## src/rtl/eth_txw_pkg.sv

```systemverilog
package eth_txw_pkg;

  typedef enum logic [1:0] {
    SEL_DATA_NB = 2'd0,
    SEL_DATA_WT = 2'd1,
    SEL_CTRL    = 2'd2,
    SEL_STAT    = 2'd3
  } reg_sel_e;

  localparam int CTRL_EOP_BIT  = 0;
  localparam int CTRL_PAD_LSB  = 1;
  localparam int CTRL_DISC_BIT = 3;
  localparam int STAT_ONE_BIT  = 0;
  localparam int STAT_CHK_BIT  = 1;
  localparam int STAT_ABT_BIT  = 2;

  typedef struct packed {
    logic       eop;
    logic [1:0] pad;
  } staged_t;

endpackage

```

## src/rtl/eth_txw_room.sv

```systemverilog
module eth_txw_room #(
  parameter int FREE_W      = 6,
  parameter int CHUNK_WORDS = 8
) (
  input  logic [FREE_W-1:0] buf_free,
  output logic              room_one,
  output logic              room_chunk
);

  localparam logic [FREE_W-1:0] CHUNK_LVL = FREE_W'(CHUNK_WORDS);

  always_comb begin
    room_one   = (buf_free != '0);
    room_chunk = (buf_free >= CHUNK_LVL);
  end

endmodule

```

## src/rtl/eth_txw_ctrl.sv

```systemverilog
module eth_txw_ctrl
  import eth_txw_pkg::*;
(
  input  logic       clk,
  input  logic       rst_n,
  input  logic       ctrl_wr,
  input  logic       ctrl_eop_in,
  input  logic [1:0] ctrl_pad_in,
  input  logic       stat_clr,
  input  logic       abort_evt,
  input  logic       push,
  output staged_t    staged,
  output logic       abort_flag
);

  staged_t staged_nxt;
  logic    abort_nxt;
  logic    staged_en;
  logic    abort_en;

  always_comb begin
    staged_nxt = staged;
    staged_en  = 1'b0;
    if (abort_evt) begin
      staged_nxt = '0;
      staged_en  = 1'b1;
    end else if (ctrl_wr) begin
      staged_nxt.eop = ctrl_eop_in;
      staged_nxt.pad = ctrl_pad_in;
      staged_en      = 1'b1;
    end else if (push && staged.eop) begin
      staged_nxt = '0;
      staged_en  = 1'b1;
    end
  end

  always_comb begin
    abort_nxt = abort_flag;
    abort_en  = 1'b0;
    if (abort_evt) begin
      abort_nxt = 1'b1;
      abort_en  = 1'b1;
    end else if (stat_clr) begin
      abort_nxt = 1'b0;
      abort_en  = 1'b1;
    end
  end

  always_ff @(posedge clk or negedge rst_n) begin
    if (!rst_n) begin
      staged <= '0;
    end else if (staged_en) begin
      staged <= staged_nxt;
    end
  end

  always_ff @(posedge clk or negedge rst_n) begin
    if (!rst_n) begin
      abort_flag <= 1'b0;
    end else if (abort_en) begin
      abort_flag <= abort_nxt;
    end
  end

  AST_ABORT_STICKY: assert property (@(posedge clk) disable iff (!rst_n)
    abort_evt |=> abort_flag) else $error("abort flag not set");

  AST_EOP_SELF_CLEAR: assert property (@(posedge clk) disable iff (!rst_n)
    (push && staged.eop && !ctrl_wr) |=> (staged == '0)) else $error("eop not cleared");

  AST_DISCARD_CLEARS: assert property (@(posedge clk) disable iff (!rst_n)
    abort_evt |=> (staged == '0)) else $error("staged fields survive abort");

endmodule

```

## src/rtl/eth_txw_frame.sv

```systemverilog
module eth_txw_frame
  import eth_txw_pkg::*;
(
  input  logic    clk,
  input  logic    rst_n,
  input  logic    nb_wr,
  input  logic    wt_wr,
  input  logic    disc_req,
  input  logic    room_one,
  input  logic    abort_flag,
  input  staged_t staged,
  output logic    push,
  output logic    sop,
  output logic    eop,
  output logic [1:0] pad,
  output logic    wait_req,
  output logic    abort_evt,
  output logic    abort_pulse
);

  logic in_frame;
  logic in_frame_nxt;
  logic in_frame_en;
  logic nb_fail;
  logic data_wr;

  always_comb begin
    data_wr     = nb_wr || wt_wr;
    nb_fail     = nb_wr && !abort_flag && !room_one;
    push        = data_wr && !abort_flag && room_one;
    wait_req    = wt_wr && !abort_flag && !room_one;
    abort_evt   = nb_fail || disc_req;
    abort_pulse = abort_evt && in_frame;
    sop         = !in_frame;
    eop         = staged.eop;
    pad         = staged.eop ? staged.pad : 2'd0;
  end

  always_comb begin
    in_frame_nxt = in_frame;
    in_frame_en  = 1'b0;
    if (abort_evt) begin
      in_frame_nxt = 1'b0;
      in_frame_en  = 1'b1;
    end else if (push) begin
      in_frame_nxt = !staged.eop;
      in_frame_en  = 1'b1;
    end
  end

  always_ff @(posedge clk or negedge rst_n) begin
    if (!rst_n) begin
      in_frame <= 1'b0;
    end else if (in_frame_en) begin
      in_frame <= in_frame_nxt;
    end
  end

  AST_SOP_AFTER_ABORT: assert property (@(posedge clk) disable iff (!rst_n)
    abort_evt |=> !in_frame) else $error("frame survives abort");

  AST_DROP_WHILE_ABORTED: assert property (@(posedge clk) disable iff (!rst_n)
    abort_flag |-> (!push && !wait_req)) else $error("data taken while aborted");

endmodule

```

## src/rtl/eth_tx_wrport.sv

```systemverilog
module eth_tx_wrport
  import eth_txw_pkg::*;
#(
  parameter int FREE_W      = 6,
  parameter int CHUNK_WORDS = 8
) (
  input  logic              clk,
  input  logic              rst_n,
  input  logic [1:0]        csr_addr,
  input  logic              csr_write,
  input  logic              csr_read,
  input  logic [31:0]       csr_wdata,
  output logic [31:0]       csr_rdata,
  output logic              csr_waitreq,
  input  logic [FREE_W-1:0] buf_free,
  output logic              buf_wr_en,
  output logic [31:0]       buf_wr_data,
  output logic              buf_wr_sop,
  output logic              buf_wr_eop,
  output logic [1:0]        buf_wr_pad,
  output logic              buf_abort
);

  logic [1:0] rst_q;
  logic       rst_sync_n;
  reg_sel_e   sel;
  logic       nb_wr, wt_wr, ctrl_wr, disc_req, stat_clr;
  logic       room_one, room_chunk;
  logic       abort_flag, abort_evt, push;
  staged_t    staged;

  always_ff @(posedge clk or negedge rst_n) begin
    if (!rst_n) begin
      rst_q <= 2'b00;
    end else begin
      rst_q <= {rst_q[0], 1'b1};
    end
  end
  assign rst_sync_n = rst_q[1];

  always_comb begin
    sel      = reg_sel_e'(csr_addr);
    nb_wr    = csr_write && (sel == SEL_DATA_NB);
    wt_wr    = csr_write && (sel == SEL_DATA_WT);
    disc_req = csr_write && (sel == SEL_CTRL) && csr_wdata[CTRL_DISC_BIT];
    ctrl_wr  = csr_write && (sel == SEL_CTRL) && !csr_wdata[CTRL_DISC_BIT];
    stat_clr = csr_write && (sel == SEL_STAT) && csr_wdata[STAT_ABT_BIT];
  end

  eth_txw_room #(.FREE_W(FREE_W), .CHUNK_WORDS(CHUNK_WORDS)) u_room (
    .buf_free   (buf_free),
    .room_one   (room_one),
    .room_chunk (room_chunk)
  );

  eth_txw_ctrl u_ctrl (
    .clk         (clk),
    .rst_n       (rst_sync_n),
    .ctrl_wr     (ctrl_wr),
    .ctrl_eop_in (csr_wdata[CTRL_EOP_BIT]),
    .ctrl_pad_in (csr_wdata[CTRL_PAD_LSB +: 2]),
    .stat_clr    (stat_clr),
    .abort_evt   (abort_evt),
    .push        (push),
    .staged      (staged),
    .abort_flag  (abort_flag)
  );

  eth_txw_frame u_frame (
    .clk         (clk),
    .rst_n       (rst_sync_n),
    .nb_wr       (nb_wr),
    .wt_wr       (wt_wr),
    .disc_req    (disc_req),
    .room_one    (room_one),
    .abort_flag  (abort_flag),
    .staged      (staged),
    .push        (push),
    .sop         (buf_wr_sop),
    .eop         (buf_wr_eop),
    .pad         (buf_wr_pad),
    .wait_req    (csr_waitreq),
    .abort_evt   (abort_evt),
    .abort_pulse (buf_abort)
  );

  assign buf_wr_en   = push;
  assign buf_wr_data = csr_wdata;

  always_comb begin
    csr_rdata = '0;
    if (csr_read) begin
      unique case (sel)
        SEL_CTRL: begin
          csr_rdata[CTRL_EOP_BIT]       = staged.eop;
          csr_rdata[CTRL_PAD_LSB +: 2]  = staged.pad;
        end
        SEL_STAT: begin
          csr_rdata[STAT_ONE_BIT] = room_one;
          csr_rdata[STAT_CHK_BIT] = room_chunk;
          csr_rdata[STAT_ABT_BIT] = abort_flag;
        end
        default: csr_rdata = '0;
      endcase
    end
  end

  AST_NB_FULL_NO_PUSH: assert property (@(posedge clk) disable iff (!rst_sync_n)
    (nb_wr && buf_free == '0) |-> !buf_wr_en) else $error("push into full buffer");

  AST_WAIT_ONLY_FULL: assert property (@(posedge clk) disable iff (!rst_sync_n)
    csr_waitreq |-> (buf_free == '0 && !buf_wr_en)) else $error("bad wait request");

  AST_PAD_ONLY_AT_EOP: assert property (@(posedge clk) disable iff (!rst_sync_n)
    (buf_wr_en && !buf_wr_eop) |-> (buf_wr_pad == 2'd0)) else $error("pad on mid word");

  AST_ONE_MARKER_SRC: assert property (@(posedge clk) disable iff (!rst_sync_n)
    buf_abort |-> !buf_wr_en) else $error("push with abort");

endmodule

```

## config.mk

```make
export PLATFORM = sky130hd
export DESIGN_NAME = eth_tx_wrport
export DESIGN_NICKNAME = d
export VERILOG_FILES = /design/src/rtl/eth_txw_pkg.sv /design/src/rtl/eth_txw_room.sv /design/src/rtl/eth_txw_ctrl.sv /design/src/rtl/eth_txw_frame.sv /design/src/rtl/eth_tx_wrport.sv
export SDC_FILE = /design/constraint.sdc
export NUM_CORES = 1
export LEC_CHECK = 0
export BUFFER_PORTS_ARGS = -buffer_cell sky130_fd_sc_hd__buf_2
export CAP_MARGIN = 15
export CORE_MARGIN = 3
export CORE_UTILIZATION = 35
export DETAILED_ROUTE_END_ITERATION = 6
export GPL_TIMING_DRIVEN = 0
export PLACE_DENSITY = 0.86
export SLEW_MARGIN = 20
export SYNTH_ARGS = -nofsm -noshare
export SYNTH_HDL_FRONTEND = slang
export SYNTH_SLANG_ARGS = --single-unit
```

## constraint.sdc

```tcl
create_clock -name clk -period 2.5 [get_ports clk]
set_input_delay 0.5 -clock clk [delete_from_list [all_inputs] [get_ports clk]]
set_output_delay 0.5 -clock clk [all_outputs]
set_load 0.05 [all_outputs]
```

== Word level (Yosys, flattened, before mapping) ==
Cells that the tools add are included.

* Bits in registers: 7
* Input bits: 44
* Output and inout port bits: 71

* $lt $le $gt $ge: 1
* Equality and inequality tests: 3
* Multiplexer cells: 17
* Reductions and logical operators: 30

{| class="wikitable"
|+ Operators with widths
! kind !! count
|-
| $logic_and A1 B1 Y1 || 15
|-
| $mux W3 || 4
|-
| $mux W1 || 11
|-
| $ge A6 B4 Y1 const B || 1
|-
| $pmux W3 S2 || 1
|-
| $reduce_and A2 Y1 || 3
|-
| $reduce_bool A6 Y1 || 1
|-
| $logic_not A1 Y1 || 5
|-
| $eq A2 B2 Y1 const B || 2
|-
| $reduce_bool A2 Y1 || 2
|-
| $reduce_bool A3 Y1 || 1
|-
| $eq A2 B1 Y1 const B || 1
|-
| $logic_not A2 Y1 || 1
|-
| $logic_or A1 B1 Y1 || 2
|-
| $mux W2 || 1
|}

== Longest topological paths before layout ==
Gate-level depths: netlist (run 1).

* Word-level depth: 10
* Depth in mapped cells: 5
* Mapped depth without buffers: 4

== Cells and area by module ==
A second synthesis (run 1) with hierarchy kept.

* Cell total of the unflattened synthesis: 112
* Area total of the unflattened synthesis: 924.6 um^2

{| class="wikitable"
|+ Modules (own cells, without submodules)
! module !! instances !! cells each !! area an instance (um^2) !! seq. area each (um^2)
|-
| eth_tx_wrport || 1 || 80 || 630.6 || 50.0
|-
| eth_txw_ctrl || 1 || 16 || 168.9 || 100.1
|-
| eth_txw_frame || 1 || 14 || 106.4 || 25.0
|-
| eth_txw_room || 1 || 2 || 18.8 || 0.0
|}

== Least setup slack after synthesis (run 1) ==
Ideal clock, no wire load.

* Kind: input to output
* From: input buf_free[2]
* To: output csr_waitreq
* Data arrival time: 2.407 ns
* Slack: -0.407 ns
* Stages on the path: 3
* Buffers on the path: 0
* Cell sequence: nor3_2 > nand2_1 > nor4_1

* Cells in the longest elaborated chain, start to end: 3

{| class="wikitable"
|+ Ends and longest elaborated chain
! item !! line !! text
|-
| start, declared || eth_tx_wrport.sv:15 || <nowiki>input logic [FREE_W-1:0] buf_free,</nowiki>
|-
| $reduce_bool A6 Y1 || eth_txw_room.sv:13 || <nowiki>room_one = (buf_free != '0);</nowiki>
|-
| $logic_not A1 Y1 || eth_txw_frame.sv:31 || <nowiki>wait_req = wt_wr && !abort_flag && !room_one;</nowiki>
|-
| $logic_and A1 B1 Y1 || eth_txw_frame.sv:31 ||
|-
| end, declared || eth_tx_wrport.sv:14 || <nowiki>output logic csr_waitreq,</nowiki>
|}

No other way between the ends.

== Worst setup path in the final report (run 1) ==
* From: input buf_free[2]
* To: output buf_abort

* Cells in the longest elaborated chain, start to end: 5

{| class="wikitable"
|+ Ends and longest elaborated chain
! item !! line !! text
|-
| $reduce_bool A6 Y1 || eth_txw_room.sv:13 ||
|-
| $logic_not A1 Y1 || eth_txw_frame.sv:29 || <nowiki>nb_fail = nb_wr && !abort_flag && !room_one;</nowiki>
|-
| $logic_and A1 B1 Y1 || eth_txw_frame.sv:29 ||
|-
| $logic_or A1 B1 Y1 || eth_txw_frame.sv:32 || <nowiki>abort_evt = nb_fail || disc_req;</nowiki>
|-
| $logic_and A1 B1 Y1 || eth_txw_frame.sv:33 || <nowiki>abort_pulse = abort_evt && in_frame;</nowiki>
|-
| end, declared || eth_tx_wrport.sv:21 || <nowiki>output logic buf_abort</nowiki>
|}

No other way between the ends.

==> results of run 1 <==
-- sequential cells by signal, indices dropped and copies added, names as in the netlist --
| register | count |
|---|---|
| u_ctrl.staged | 3 |
| rst_q | 2 |
| u_ctrl.abort_flag | 1 |
| u_frame.in_frame | 1 |
-- power breakdown --
part           internal, mW  leakage [nW]  switching [mW]
Clock                0.0608        0.0150          0.0398
Combinational         0.122         0.767           0.289
Sequential            0.129        0.0858          0.0169
-- metrics by stage --
step / std cells / worst slack [ns] / instance area (µm²)
3_5_place_dp: 229 / 0.1115 / 1368
2_1_floorplan: 143 / 0.08003 / 1050
3_3_place_gp: 229 / 0.1227 / 1368
4_1_cts: 233 / 0.1032 / 1394
6_report: 233 / 0.1204 / 1394
5_1_grt: 233 / 0.02612 / 1394
-- cell type report --
cell class	instances	area share
clock buffers	4	0.01885
flip-flops and latches	7	0.1257
multi-input cells	68	0.2738
inverters	5	0.01346
well taps	30	0.02693
plain buffers	63	0.3402
repair buffers	56	0.2011
-- cell families (layout without fill, tap and decap cells) --
logic type,count (synthesis),in the layout,synth area share
other,2,30,0.008057
buffers and inverters,68,128,0.5289
AO/OA/AOI/OAI,13,13,0.09665
flip-flops,7,7,0.1879
AND/OR/NAND/NOR,23,23,0.1571
multiplexers,2,2,0.02148
-- Yosys cell counts (2+ instances only) --
| master | n |
|---|---|
| buf_4 | 61 |
| dfrtp_1 | 7 |
| nand2_1 | 6 |
| inv_1 | 5 |
| nor2_1 | 5 |
| o21ai_0 | 5 |
| and2_1 | 3 |
| a32o_1 | 2 |
| conb_1 | 2 |
| mux2i_1 | 2 |
| or3b_1 | 2 |
-- worst reg2reg max path, stage by stage, from the launching register on --
cell	delay, ns
dfrtp_1	0.46
or3b_1	0.39
a21oi_2	0.19
mux2i_1	0.20
nor2b_4	0.14
-- routing by layer --
metal  part of all wire  vias up  GRT usage
met3               0.17        0    0.07014
met5                  0        -          0
li1                   -      455          -
met4                  0        0          0
met2               0.54       61     0.2274
met1               0.29      377     0.1116
-- worst paths after layout --
path | to | start | slack [ns] | cells past startpoint
min reg2reg | u_ctrl.staged[1] | rst_q[1] | 0.07 | 0
min | rst_q[1] | rst_n | 0.03 | 1
max reg2reg | u_frame.in_frame | u_ctrl.abort_flag | 1.05 | 4
max in group asynchronous | u_ctrl.abort_flag | rst_q[1] | 2.24 | 0
min in group clk | rst_q[1] | rst_q[0] | 0.35 | 0
max | buf_abort | buf_free[2] | 0.12 | 6
==> impl_results.md, run 1 <==
* Status: complete, no violations
* # H-tree levels at 1
* Core area at 2500 µm²
* Worst slew pin tran at 0.5239 ns
* DRC Markers at 0
* Setup Buffers After CTS at 0
* Setup violations, final at 0
* Synth cell types at 26
* Cell area after synthesis at 932.1 µm²
* EDFF count, synth at 0
* GRT Util Overall at 0.1175
* GR Overflow Total at 0
* Synth Instances at 115
* Synth async-reset ratio at 1.000
* Hold Vio Cnt, Final at 0
* Type of origin of the critical path: input pin
* WHS at 0.03004 ns
* Vias per Instance at 3.833
* Wire length per cell at ~9 µm
* Layout fillers at 266
* Hold Buf Count CTS at 0
* Drt pass-1 iters at 4
* Largest net degree at the start of global routing at 11
* Period utilization at 0.9519
* WP data required at 2.00 ns
* Yosys top cell by area: buf_4
* Worst path buffer plus inverter count at 2
* Chip Width at about 58 µm
* Starting Density at 0.3729
* CP delay by family, top: simple AND/OR/NAND/NOR gates
* WP data arrival at approximately 1.9 ns
* Synth Register Bits at 7
* YS warnings at 0
* Nets at 248
* CP Max Fanout at 6
* Syn Area/Cell at 8.106 µm²
* First-pass GRT wire length at 3118 µm
* Post-layout util at 0.5576
* Vias in the first global route at roughly 770
* Full die area at 3318 µm²
* Total power draw at roughly 0.66 mW
* VDD IR max at 0.2855 mV
* Slew Limit Fails at 0
* CP max stage delay at 0.39 ns
* Slew headroom at 0.6460
* Max_cap viols at 0
* CTS Buf Count at 3
* Setup crit end kind: output port
* Die Span Y at about 58 µm
* Clk buf depth at 2
* Critical-path top delay cell: nor3_2
* Post-synthesis sequential area ratio at 0.1879
* Routed WL at 2124 µm
* CTS sink count at 7
* CTS root buf: clkbuf_4
* Leakage power at 0.8675 nW
* Worst-Skew Late Latency at ~0.25 ns
* RSZ-0062 raised after global routing: false
* Initial antenna violation count at 0
* Post-route setup TNS at 0 ns
* Most frequent cells in the layout: buf_4 (61), buf_2 (57), conb_1 (30)
* Area of the multi-input gates at 381.6 µm²
* Yosys top cell area share at 0.4913
* ANT cells at 0
* Worst-path clk slew at approximately 0.05 ns
* Post-route ant nets at 0
* Most numerous cell on the critical path: buf_2
* Starting DRC count in detailed routing at 11
* Fmax at ~420 MHz
* Final GP Congestion at 0.7474
* Commonest non-fill, non-tap cell in the layout: buf_4
* Ports at 115
* Port Buf Inserts at 56
* # resized after CTS at 0
* CTS tree: built
* Type of the worst setup path: input pin to output port
* Crit path time final at 2.380 ns
* Area Growth Syn to Fin at 49.53%
* Ys flop type: dfrtp_1
* Pwr/cell area at between 400 and 500 nW/µm²
* Fraction of layout cells with a size suffix above 1 at 0.6305
* Area taken by flip-flops and latches at 175.2 µm²
* HP Class: input pin to async pin
* Synth top area cells: buf_4 (49%), dfrtp_1 (19%), o21ai_0 (2.7%), nand2_1 (2.4%), a32o_1 (2.1%)
* Cell Chain, Critical Path: buf_2 -> nor3_2 -> a32o_1 -> and3_1 -> and2_1 -> buf_2
* Worst Skew at 0.003722 ns
* Final HPWL DP at 1903 µm
* Vias at 893
* Row Count at 18
(Power assumes the default switching activity.)
==> run 2, diff against run 1 <==
Settings changed: PLACE_DENSITY 0.86 to not set, PLACE_DENSITY_LB_ADDON set to 0.08, SYNTH_HIERARCHICAL set to 1.
==> impl_results.md, run 2 <==
* Synth cell types at 21
* Type of the worst setup path: input pin to output port
* Layout fillers at approximately 250
* CTS sink count at 7
* Worst R2R Setup Slack at roughly 1.3 ns
* Syn Area/Cell at 8.256 µm²
* CP Max Fanout at 3
* Area of the multi-input gates at 385.4 µm²
* Chip Width at 57.40 µm
* Most frequent cells in the layout: buf_4 (63), buf_2 (54), conb_1 (30)
* Ys flop type: dfrtp_1
* GRT Util Overall at 0.1176
* VDD IR max at 0.3164 mV
* Area taken by flip-flops and latches at 175.2 µm²
* Worst r2r dst: u_ctrl/staged[1]
* Max reg flops at 3
* Clk buf depth at 2
* Commonest non-fill, non-tap cell in the layout: buf_4
* Reg with most FFs: u_ctrl/staged
* DRC Markers at 0
* Nets at ~250
* CTS tree: built
* Yosys top cell by area: buf_4
* Multiplexer share of the synthesized area at 0.03248
* Vias per Instance at 3.706
* Adder-cell share of the synthesized area at 0
* Total power draw at roughly 0.67 mW
* Design area at 1416 µm²
* Synth Register Bits at 7
* HP Class: input pin to async pin
* Cell count after placement at 226
* Period utilization at 0.9775
* Die Span Y at 57.40 µm
* WP data required at ~2 ns
* Worst R2R Start: u_ctrl/abort_flag
* Fmax at 409.2 MHz
* WHS at 0.02933 ns
* Post-synthesis xor/xnor area fraction at 0
* Row Count at 18
* Post-DP Area at between 1000 and 1500 µm²
* Synth cell count leaders: buf_4 (62), nor2_1 (8), dfrtp_1 (7), nand2_1 (6), and2_1 (4)
* Core area at 2500 µm²
* ANT cells at 0
* Most common cell in the synthesized netlist: buf_4
* Fraction of layout cells with a size suffix above 1 at 0.6567
* YS warnings at 6
* Biggest regs: u_ctrl/staged: 3 flops, rst_q: 2 flops
* Hold Vio Cnt, Final at 0
* Full die area at 3295 µm²
* Starting Density at 0.3699
* Synth Instances at about 110
* Status: complete, no violations
* Vias at between 800 and 900
* WP data arrival at 1.94 ns
* Cell area after synthesis at between 900 and 1000 µm²
* Wire length per cell at 9.554 µm
* Leakage power at 0.8996 nW
* Final GP Congestion at 0.7595
* Synth top area cells: buf_4 (50%), dfrtp_1 (19%), mux2i_1 (3.2%), nor2_1 (3.2%), and2_1 (2.7%)
* Max_cap viols at 0
* Slew Limit Fails at 0
* Type of origin of the critical path: input pin
* Initial antenna violation count at 0
* Hold Buf Count CTS at 0
* CTS Buf Count at 3
* # H-tree levels at 1
* EDFF count, synth at 0
* Final HPWL DP at 1992 µm
* Worst Skew at 0.001367 ns
* Setup crit end kind: output port
* Post-layout util at 0.5666
* Setup violations, final at 0
* Drt pass-1 iters at 4
* Starting DRC count in detailed routing at 4
* Synth async-reset ratio at 1.000
* Simple-gate share of the synthesized area at 0.1867
* Yosys top cell area share at 0.5034
* Post-synthesis sequential area ratio at 0.1894
* Vias in the first global route at 735
* Main combinational cell family by area after synthesis: buffers and inverters
* Area Growth Syn to Fin at 53.18%
* First-pass GRT wire length at ~3200 µm
* Layout Cells excl Fill at around 230
* Port Buf Inserts at 56
* Post-route ant nets at 0
* Pwr/cell area at about 470 nW/µm²
* Ports at 115
* Fraction of the mapped netlist area in compound gates at 0.05548
* Largest net degree at the start of global routing at 8
* Routed WL at 2207 µm
* GR Overflow Total at 0
* Crit path time final at 2.444 ns
* CTS root buf: clkbuf_4
* Worst-path clk slew at about 0.05 ns
* RSZ-0062 raised after global routing: true
* Reg2reg path depth at 4
* Worst-Skew Late Latency at 0.24 ns
run 2: how the worst max path moves through the flow:
stage,slack [ns],depth (start not counted),startpoint,to
after global routing,-0.009,7,buf_free[3],buf_abort
after CTS,0.004,7,buf_free[3],buf_abort
after global placement,-0.28,7,buf_free[3],buf_abort
after floorplan,0.04,5,buf_free[3],buf_abort
final,0.06,7,buf_free[3],buf_abort
after detailed placement,-0.28,7,buf_free[3],buf_abort
run 2: routing by layer:
metal	global-route usage	part of all wire	wire length, µm
met1	0.1131	0.31	692
met2	0.2371	0.52	1157
met3	0.04072	0.16	357
met4	0.01987	0	0
met5	0	0	0
run 2: logic make-up after synthesis:
logic type | Yosys count
buf+inv | 66
simple gates | 27
compound gates | 7
flops | 7
mux | 3
other cells | 2
run 2: report_power, final:
part	internal, mW	leakage, nW	switching [mW]
clock network	0.0607	0.0150	0.0380
logic	0.129	0.799	0.293
registers	0.130	0.0861	0.0168
run 2: repair_timing:
item                       in CTS  in global routing
setup endpoints to repair       1                  2
resized for setup               3                  5
setup buffers                   1                  0
pin swaps                       1                  1
run 2: final cells by class:
cell class	count	area share
buffer	63	0.3366
multi-input combinational	67	0.2721
timing repair buffer	57	0.2147
sequential	7	0.1237
tap	30	0.02650
clock buffer	4	0.01855
inverter	3	0.007951
run 2: stage by stage:
step	TNS, ns	worst slack (ns)
floorplan	0	0.04384
global placement	-0.2792	-0.2772
detailed placement	-0.2751	-0.2751
CTS	0	0.004150
global route	-0.008787	-0.008787
finish	0	0.05630
run 2: critical path, cell delays in order:
cell	delay (ns)
buf_6	0.09
or3_4	0.38
or4_4	0.46
nor2_4	0.10
a21o_1	0.13
and2_4	0.15
buf_8	0.14
==> run 3, diff against run 2 <==
Settings changed: RECOVER_POWER set to 100.
==> impl_results.md, run 3 (synthesis results as in run 2) <==
* Setup crit end kind: output port
* Initial antenna violation count at 0
* Vias at 856
* Total power draw at 0.6578 mW
* WP data arrival at 1.94 ns
* Starting Density at 0.3699
* Post-layout util at 0.5480
* Leakage power at 0.7930 nW
* RSZ-0062 raised after global routing: true
* Post-route ant nets at 0
* Clk buf depth at 2
* Worst Setup EP: buf_abort
* Type of the worst setup path: input pin to output port
* Port Buf Inserts at 56
* # H-tree levels at 1
* Routed WL at 2231 µm
* WHS at 0.02866 ns
* Most frequent cells in the layout: buf_4 (63), clkbuf_1 (38), conb_1 (30)
* Cell Chain, Critical Path: buf_6 -> or3_4 -> or4_4 -> nor2_4 -> a21o_1 -> and2_4 -> buf_8
* Fmax at a little over 400 MHz
* Layout Cells excl Fill at 231
* Worst-Skew Late Latency at 0.24 ns
* Row Count at 18
* ANT cells at 0
* Status: complete, no violations
* Slew Limit Fails at 0
* Fraction of layout cells with a size suffix above 1 at 0.4726
* CTS Buf Count at 3
* Max reg flops at 3
* GRT Util Overall at 0.1176
* Biggest regs: u_ctrl/staged: 3 flops, rst_q: 2 flops
* Final HPWL DP at between 1500 and 2000 µm
* Full die area at 3295 µm²
* Die Span Y at around 57 µm
* Chip Width at 57.40 µm
* Vias per Instance at 3.706
* Worst R2R Start: u_ctrl/abort_flag
* Worst r2r dst: u_ctrl/staged[1]
* Post-DP Area at 1354 µm²
* VDD IR max at 0.3171 mV
* CTS root buf: clkbuf_4
* Setup violations, final at 0
* Area Growth Syn to Fin at 48.17%
* Worst R2R Setup Slack at 1.30 ns
* GR Overflow Total at 0
* Starting DRC count in detailed routing at 6
* Type of origin of the critical path: input pin
* Critical-path top delay cell: or4_4
* Max_cap viols at 0
* Nets at 246
* Vias in the first global route at 735
* Hold Vio Cnt, Final at 0
* CP Max Fanout at 3
* Layout fillers at ~270
* Commonest non-fill, non-tap cell in the layout: buf_4
* HP Class: input pin to async pin
* Worst Skew at roughly 0.0013 ns
* First-pass GRT wire length at 3153 µm
* Crit path time final at 2.444 ns
* Reg with most FFs: u_ctrl/staged
* DP Worst Slack at -0.2751 ns
* Ports at 115
* Slew headroom at 0.5989
* Cell count after placement at 226
* Reg2reg path depth at 4
* Core area at 2500 µm²
* Worst Setup SP: buf_free[3]
* WP data required at approximately 2.0 ns
* Final GP Congestion at 0.7595
* Drt pass-1 iters at 4
* Largest net degree at the start of global routing at 8
* CTS tree: built
* DRC Markers at 0
* Setup ws final at 0.05632 ns
* Design area at 1370 µm²
* Wire length per cell at 9.658 µm
* Pwr/cell area at just under 500 nW/µm²
* Worst slew pin tran at roughly 0.60 ns
* Hold Buf Count CTS at 0
* Period utilization at 0.9775
* Post-route setup TNS at 0 ns
* Worst-path clk slew at 0.05 ns
* CTS sink count at 7
* CP max stage delay at 0.46 ns
run 3: changes by cell type in the layout (fill, tap and decap cells not counted):
cell,change
buf_2,-37
clkbuf_1,+37
run 3: final cells by class:
class,count,area [µm²],area share
flip-flops and latches,7,175.2,0.1279
plain buffers,63,476.7,0.3479
multi-input cells,67,385.4,0.2813
inverters,3,11.26,0.008219
clock buffers,4,26.28,0.01918
well taps,30,37.54,0.02740
repair buffers,57,257.7,0.1881
run 3: where the power goes:
part	switching (mW)	internal, mW	total [mW]
sequential	0.0168	0.130	0.147
clock	0.0380	0.0607	0.0987
combinational	0.294	0.118	0.413
total	0.349	0.309	0.658
run 3: worst min-delay path by stage:
stage | slack (ns) | endpoint
floorplan | 0.05 | u_ctrl/abort_flag
global placement | 0.08 | u_frame/in_frame
detailed placement | 0.08 | u_frame/in_frame
CTS | 0.02 | rst_q[0]
global route | 0.02 | rst_q[1]
finish | 0.03 | rst_q[0]
run 3: metal layers:
| metal | part of all wire | up-vias | GRT usage |
|---|---|---|---|
| li1 | - | 441 | - |
| met1 | 0.32 | 356 | 0.1131 |
| met2 | 0.52 | 59 | 0.2371 |
| met3 | 0.16 | 0 | 0.04072 |
| met4 | 0 | 0 | 0.01987 |
| met5 | 0 | - | 0 |
run 3: what timing repair did:
| item | in CTS | in global routing |
|---|---|---|
| pin swaps | 1 | 1 |
| setup endpoints to repair | 1 | 2 |
| gates resized for setup | 3 | 5 |
| hold endpoints to repair | 0 | 0 |
| setup buffers | 1 | 0 |
run 3: critical path: cells and delay by family:
kind                   cells  cell delay [ns]
buffers and inverters      2             0.23
AO/OA/AOI/OAI              1             0.13
AND/OR/NAND/NOR            4             1.09
